[src/rtl/pb_pkg.sv]
package pb_pkg;

   typedef enum logic [1:0] {
      ST_IDLE = 2'd0,
      ST_PRE  = 2'd1,
      ST_ERS  = 2'd2,
      ST_FIN  = 2'd3
   } pb_state_e;

endpackage

[src/rtl/pb_cell_bank.sv]
module pb_cell_bank #(
   parameter int N_BITS         = 16,
   parameter int IW             = 4,
   parameter bit PROG_READS_ONE = 1'b0
) (
   input  logic              clk,
   input  logic              rst_n,
   input  logic              pgm_pulse_i,
   input  logic [IW-1:0]     pgm_idx_i,
   input  logic              ers_pulse_i,
   output logic [N_BITS-1:0] locked_o,
   output logic [N_BITS-1:0] rd_bits_o
);

   // one storage cell per sector; erase acts on all cells together
   for (genvar gi = 0; gi < N_BITS; gi++) begin : g_cell
      logic hit;
      assign hit = pgm_pulse_i && (pgm_idx_i == IW'(gi));

      always_ff @(posedge clk or negedge rst_n) begin
         if (!rst_n) begin
            locked_o[gi] <= 1'b0;
         end else if (ers_pulse_i) begin
            locked_o[gi] <= 1'b0;
         end else if (hit) begin
            locked_o[gi] <= 1'b1;
         end
      end
   end

   // read polarity variant
   if (PROG_READS_ONE) begin : g_pol_direct
      assign rd_bits_o = locked_o;
   end else begin : g_pol_invert
      assign rd_bits_o = ~locked_o;
   end

endmodule

[src/rtl/pb_seq_fsm.sv]
module pb_seq_fsm
   import pb_pkg::*;
#(
   parameter int N_BITS = 16,
   parameter int IW     = 4
) (
   input  logic          clk,
   input  logic          rst_n,
   input  logic          start_i,
   output logic          busy_o,
   output logic          done_o,
   output logic          seq_pgm_o,
   output logic [IW-1:0] seq_idx_o,
   output logic          seq_ers_o
);

   localparam logic [IW-1:0] LAST_IDX = IW'(N_BITS - 1);

   pb_state_e     st_q;
   logic [IW-1:0] cnt_q;

   always_ff @(posedge clk or negedge rst_n) begin
      if (!rst_n) begin
         st_q  <= ST_IDLE;
         cnt_q <= '0;
      end else begin
         unique case (st_q)
            ST_IDLE, ST_FIN: begin
               if (start_i) begin
                  st_q  <= ST_PRE;
                  cnt_q <= '0;
               end else begin
                  st_q  <= ST_IDLE;
               end
            end
            ST_PRE: begin
               if (cnt_q == LAST_IDX) begin
                  st_q <= ST_ERS;
               end else begin
                  cnt_q <= cnt_q + 1'b1;
               end
            end
            ST_ERS: begin
               st_q <= ST_FIN;
            end
            default: begin
               st_q <= ST_IDLE;
            end
         endcase
      end
   end

   assign busy_o    = (st_q == ST_PRE) || (st_q == ST_ERS);
   assign done_o    = (st_q == ST_FIN);
   assign seq_pgm_o = (st_q == ST_PRE);
   assign seq_idx_o = cnt_q;
   assign seq_ers_o = (st_q == ST_ERS);

endmodule

[src/rtl/pb_req_arb.sv]
module pb_req_arb #(
   parameter int N_BITS = 16,
   parameter int IW     = 4
) (
   input  logic          clk,
   input  logic          rst_n,
   input  logic          busy_i,
   input  logic          all_locked_i,
   input  logic          erase_all_i,
   input  logic          prog_i,
   input  logic [IW-1:0] prog_idx_i,
   input  logic          raw_erase_i,
   input  logic          seq_pgm_i,
   input  logic [IW-1:0] seq_idx_i,
   input  logic          seq_ers_i,
   output logic          start_o,
   output logic          pgm_pulse_o,
   output logic [IW-1:0] pgm_idx_o,
   output logic          ers_pulse_o,
   output logic          err_o
);

   localparam bit IDX_FULL = ((1 << IW) == N_BITS);

   logic idx_ok;
   logic ers_try;
   logic ers_ok;
   logic pgm_ok;
   logic err_q;

   // out-of-range check only needed when index space exceeds the bank
   if (IDX_FULL) begin : g_idx_full
      assign idx_ok = 1'b1;
   end else begin : g_idx_range
      assign idx_ok = (prog_idx_i < IW'(N_BITS));
   end

   // priority: erase-all, then bare erase, then single program
   assign start_o = !busy_i && erase_all_i;
   assign ers_try = !busy_i && !erase_all_i && raw_erase_i;
   assign ers_ok  = ers_try && all_locked_i;
   assign pgm_ok  = !busy_i && !erase_all_i && !raw_erase_i && prog_i && idx_ok;

   assign pgm_pulse_o = seq_pgm_i || pgm_ok;
   assign pgm_idx_o   = seq_pgm_i ? seq_idx_i : prog_idx_i;
   assign ers_pulse_o = seq_ers_i || ers_ok;

   always_ff @(posedge clk or negedge rst_n) begin
      if (!rst_n) begin
         err_q <= 1'b0;
      end else if (ers_try && !all_locked_i) begin
         err_q <= 1'b1;
      end
   end

   assign err_o = err_q;

endmodule

[src/rtl/pb_erase_ctrl.sv]
module pb_erase_ctrl #(
   parameter int N_BITS         = 16,
   parameter bit PROG_READS_ONE = 1'b0,
   localparam int IW            = (N_BITS > 1) ? $clog2(N_BITS) : 1
) (
   input  logic              clk,
   input  logic              rst_n,
   input  logic              erase_all_i,
   input  logic              prog_i,
   input  logic [IW-1:0]     prog_idx_i,
   input  logic              raw_erase_i,
   output logic [N_BITS-1:0] locked_o,
   output logic [N_BITS-1:0] rd_bits_o,
   output logic              pgm_pulse_o,
   output logic [IW-1:0]     pgm_idx_o,
   output logic              ers_pulse_o,
   output logic              busy_o,
   output logic              done_o,
   output logic              err_o
);

   if (N_BITS < 2 || N_BITS > 1024) begin : g_bad_n
      $error("pb_erase_ctrl: N_BITS must lie in 2..1024");
   end

   logic          start;
   logic          seq_pgm;
   logic [IW-1:0] seq_idx;
   logic          seq_ers;
   logic          all_locked;

   assign all_locked = &locked_o;

   pb_seq_fsm #(
      .N_BITS (N_BITS),
      .IW     (IW)
   ) u_fsm (
      .clk       (clk),
      .rst_n     (rst_n),
      .start_i   (start),
      .busy_o    (busy_o),
      .done_o    (done_o),
      .seq_pgm_o (seq_pgm),
      .seq_idx_o (seq_idx),
      .seq_ers_o (seq_ers)
   );

   pb_req_arb #(
      .N_BITS (N_BITS),
      .IW     (IW)
   ) u_arb (
      .clk          (clk),
      .rst_n        (rst_n),
      .busy_i       (busy_o),
      .all_locked_i (all_locked),
      .erase_all_i  (erase_all_i),
      .prog_i       (prog_i),
      .prog_idx_i   (prog_idx_i),
      .raw_erase_i  (raw_erase_i),
      .seq_pgm_i    (seq_pgm),
      .seq_idx_i    (seq_idx),
      .seq_ers_i    (seq_ers),
      .start_o      (start),
      .pgm_pulse_o  (pgm_pulse_o),
      .pgm_idx_o    (pgm_idx_o),
      .ers_pulse_o  (ers_pulse_o),
      .err_o        (err_o)
   );

   pb_cell_bank #(
      .N_BITS         (N_BITS),
      .IW             (IW),
      .PROG_READS_ONE (PROG_READS_ONE)
   ) u_bank (
      .clk         (clk),
      .rst_n       (rst_n),
      .pgm_pulse_i (pgm_pulse_o),
      .pgm_idx_i   (pgm_idx_o),
      .ers_pulse_i (ers_pulse_o),
      .locked_o    (locked_o),
      .rd_bits_o   (rd_bits_o)
   );

endmodule

[config.mk]
export PLATFORM = sky130hd
export DESIGN_NAME = pb_erase_ctrl
export DESIGN_NICKNAME = d
export VERILOG_FILES = /design/src/rtl/pb_pkg.sv /design/src/rtl/pb_cell_bank.sv /design/src/rtl/pb_seq_fsm.sv /design/src/rtl/pb_req_arb.sv /design/src/rtl/pb_erase_ctrl.sv
export SDC_FILE = /design/constraint.sdc
export NUM_CORES = 1
export LEC_CHECK = 0
export BUFFER_PORTS_ARGS = -buffer_cell sky130_fd_sc_hd__buf_2
export CAP_MARGIN = 0
export CELL_PAD_IN_SITES_DETAIL_PLACEMENT = 0
export CELL_PAD_IN_SITES_GLOBAL_PLACEMENT = 1
export CORE_ASPECT_RATIO = 0.9
export CORE_MARGIN = 3
export CORE_UTILIZATION = 25
export DETAILED_ROUTE_END_ITERATION = 16
export PLACE_DENSITY_LB_ADDON = 0.1
export SLEW_MARGIN = 40
export SYNTH_ARGS = -nofsm -noshare
export SYNTH_HDL_FRONTEND = slang
export SYNTH_HIERARCHICAL = 1
export SYNTH_SLANG_ARGS = --single-unit
[constraint.sdc]
create_clock -name clk -period 2.35 [get_ports clk]
set_input_delay 0.3525 -clock clk [delete_from_list [all_inputs] [get_ports clk]]
set_output_delay 0.3525 -clock clk [all_outputs]
set_load 0.1 [all_outputs]
==> summary.md <==
| Metric | Value |
|---|---|
| Slew Viols, Final | `0` |
| Worst Hold Class | `in2async` |
| Most frequent cells in the layout | `47 x buf_2, 21 x inv_1, 12 x o22ai_1, 12 x dfrtp_2, 11 x dfrtp_1` |
| Critical path buffers and inverters | `3` |
| Routed WL | `between 3000 and 4000 µm` |
| WP data arrival | `1.85 ns` |
| Worst R2R End | `u_bank/locked_o[0]$_DFFE_PN0P_` |
| Worst setup SP type | `register` |
| TritonCTS buffer count | `3` |
| Layout cell share with drive strength beyond 1 | `50.0%` |
| Wire per inst | `15.5 µm` |
| # rows | `22` |
| Cells on worst reg2reg path | `5` |
| Worst R2R Start | `u_fsm/st_q[1]$_DFFE_PN0P_` |
| Worst slew margin | `59.2%` |
| Cell family with most CP delay | `buffers and inverters` |
| Final GP Congestion | `roughly 0.74` |
| Critical path depth | `6` |
| # Post-CTS Setup Buffers | `0` |
| Clock latency on the worst-skew pair | `0.26 ns` |
| Remaining global-route overflow | `0` |
| Vias in the first global route | `1102` |
| Beginning of the critical path | `u_fsm/st_q[0]$_DFFE_PN0P_` |
| Core area | `4290 µm²` |
| Cell Chain, Critical Path | `inv_2 -> ha_4 -> clkinvlp_4 -> nor2_4 -> a31o_4 -> buf_12` |
| Synth Instances | `between 100 and 150` |
| Iter 0 DRT Violations | `96` |
| Antenna Nets Post-Route | `0` |
| Seq/Total Area, Yosys | `49.2%` |
| Largest net degree at the start of global routing | `24` |
| Achievable Freq | `roughly 450 MHz` |
| P&R area growth vs syn | `38.3%` |
| Synth Net Count | `approximately 130` |
| Worst-Margin Slew | `0.595 ns` |
| CP Capture Type | `primary output` |
| CTS HTree Levels | `1` |
| Diodes inserted | `0` |
| Clock root buffer master | `clkbuf_8` |
| Die Ht | `70.9 µm` |
| Syn Area/Cell | `slightly above 10 µm²` |
| Crit path kind | `reg2out` |
| Delay of the slowest cell on the worst path | `0.39 ns` |
| Clk_skew | `0.00339 ns` |
| Vias | `around 1100` |
| Status | `complete, no violations` |
| Post-synthesis instance area | `1170 µm²` |
| Final Hold Viols | `0` |
| Post-synth top flop | `dfrtp_1` |
| Hold_buf cts | `0` |
| Synth warn | `6` |
| Critical Path Sink | `ers_pulse_o` |
| Slowest-stage cell, CP | `dfrtp_1` |
| Final setup fails | `0` |
| Global-route wire length before repair | `5740 µm` |
| Max-Cap Viols | `0` |
| Total track usage | `13.0%` |
| Fin crit period | `2.20 ns` |
| FILL cells | `455` |
| Commonest non-fill, non-tap cell in the layout | `buf_2` |
| Fin worst setup slack | `0.151 ns` |
| Critical path fanouts, max | `21` |
| Number of port buffers | `49` |
| Worst reg2reg setup slack | `approximately 0.18 ns` |
| Clock tree from TritonCTS | `built` |
| CTS resizes | `0` |
| Top Ports | `50` |
| Crit share post-route | `between 90 and 100%` |
| Die width | `78.1 µm` |
| Initial Util | `around 27%` |
| Data required, critical path | `2.00 ns` |
| Netlist cell types | `27` |
| CTS clk-pin slew, worst paths | `0.09 ns` |
| Synth Register Bits | `23` |
| Worst hold margin | `0.0606 ns` |
| Setup TNS | `0 ns` |
| Pre-CTS setup slack | `0.198 ns` |
| DR DRC count | `0` |
| DRT Pass-1 Iters | `4` |
| Initial antenna violation count | `0` |
| Clock buffer depth | `2` |
| Die area | `5540 µm²` |
| RSZ-0062 raised after global routing | `false` |
| Dpl cell area | `1560 µm²` |
| Number of synthesized flops with an enable pin | `0` |
| Final nets | `178` |
| Vias per cell | `4.69` |
| Sink Count | `23` |
| Fraction of registers with async set/reset | `100%` |
| Post-detail-place hpwl | `2710 µm` |
| Final instance area | `roughly 1600 µm²` |
## state kept, by name, indices dropped and copies added (netlist names)
register / cells
u_fsm/st_q: 2
u_bank/locked_o: 16
u_fsm/seq_idx_o: 4
u_arb/err_o: 1
## logic make-up (layout without fill, tap and decap cells)
kind of cell               count (synthesis)  after routing  synth area share [%]
muxes                                      8              8                  7.27
buffers and inverters                     26             77                  8.55
adders and majority gates                  4              4                  4.28
and+or+nand+nor                           26             26                  15.3
DFF                                       23             23                  49.2
AOI/OAI and AO/OA                         26             26                  15.4
## area by class of cell
| cell class | instances | area, µm² | share of cell area [%] |
|---|---|---|---|
| Timing Repair Buffer | 50 | 270 | 16.7 |
| Sequential cell | 23 | 591 | 36.5 |
| Clock buffer | 3 | 41.3 | 2.55 |
| Clock inverter | 1 | 5.00 | 0.309 |
| Tap cell | 60 | 75.1 | 4.64 |
| Inverter | 23 | 90.1 | 5.57 |
| Multi-Input combinational cell | 64 | 546 | 33.7 |
## how the worst min path moves through the flow
stage | startpoint | slack (ns) | cells past startpoint | endpoint
after floorplan | rst_n | 0.06 | 0 | u_arb/err_o$_DFFE_PN0P_
after global placement | rst_n | 0.37 | 1 | u_fsm/seq_idx_o[0]$_DFFE_PN0P_
after detailed placement | rst_n | 0.37 | 1 | u_fsm/seq_idx_o[2]$_DFFE_PN0P_
after CTS | rst_n | 0.08 | 1 | u_fsm/seq_idx_o[2]$_DFFE_PN0P_
after global routing | rst_n | 0.1 | 1 | u_fsm/seq_idx_o[0]$_DFFE_PN0P_
final | rst_n | 0.06 | 1 | u_fsm/seq_idx_o[2]$_DFFE_PN0P_
## synth_stat cells, drive strengths merged (2+ instances only)
cell | count | area [µm²]
o21ai | 4 | 20.0
nand2 | 3 | 11.3
nand4 | 4 | 25.0
dfrtp | 23 | 576
mux2 | 4 | 45.0
o32ai | 4 | 35.0
ha | 4 | 50.1
or4b | 2 | 23.8
a31o | 3 | 26.3
nand3 | 5 | 25.0
nand3b | 4 | 30.0
mux2i | 4 | 40.0
or3b | 3 | 26.3
o22ai | 12 | 75.1
inv | 23 | 86.3
buf | 2 | 8.75
o31ai | 2 | 15.0
## through the flow
step           instances  util, %
2_1_floorplan        113        -
3_3_place_gp         220     36.3
3_5_place_dp         220     36.3
4_1_cts              224     37.4
5_1_grt              224     37.7
6_report             224     37.7
## layer usage
metal	track usage (%)	wire [µm]	vias up
li1	-	-	516
met1	19.6	1790	493
met2	18.8	1440	38
met3	3.18	199	4
met4	2.52	40	0
met5	0	0	-
Power is left out: the tool's default activity adds up to more than one toggle a clock period on the data nets, which glitch-free logic cannot reach.
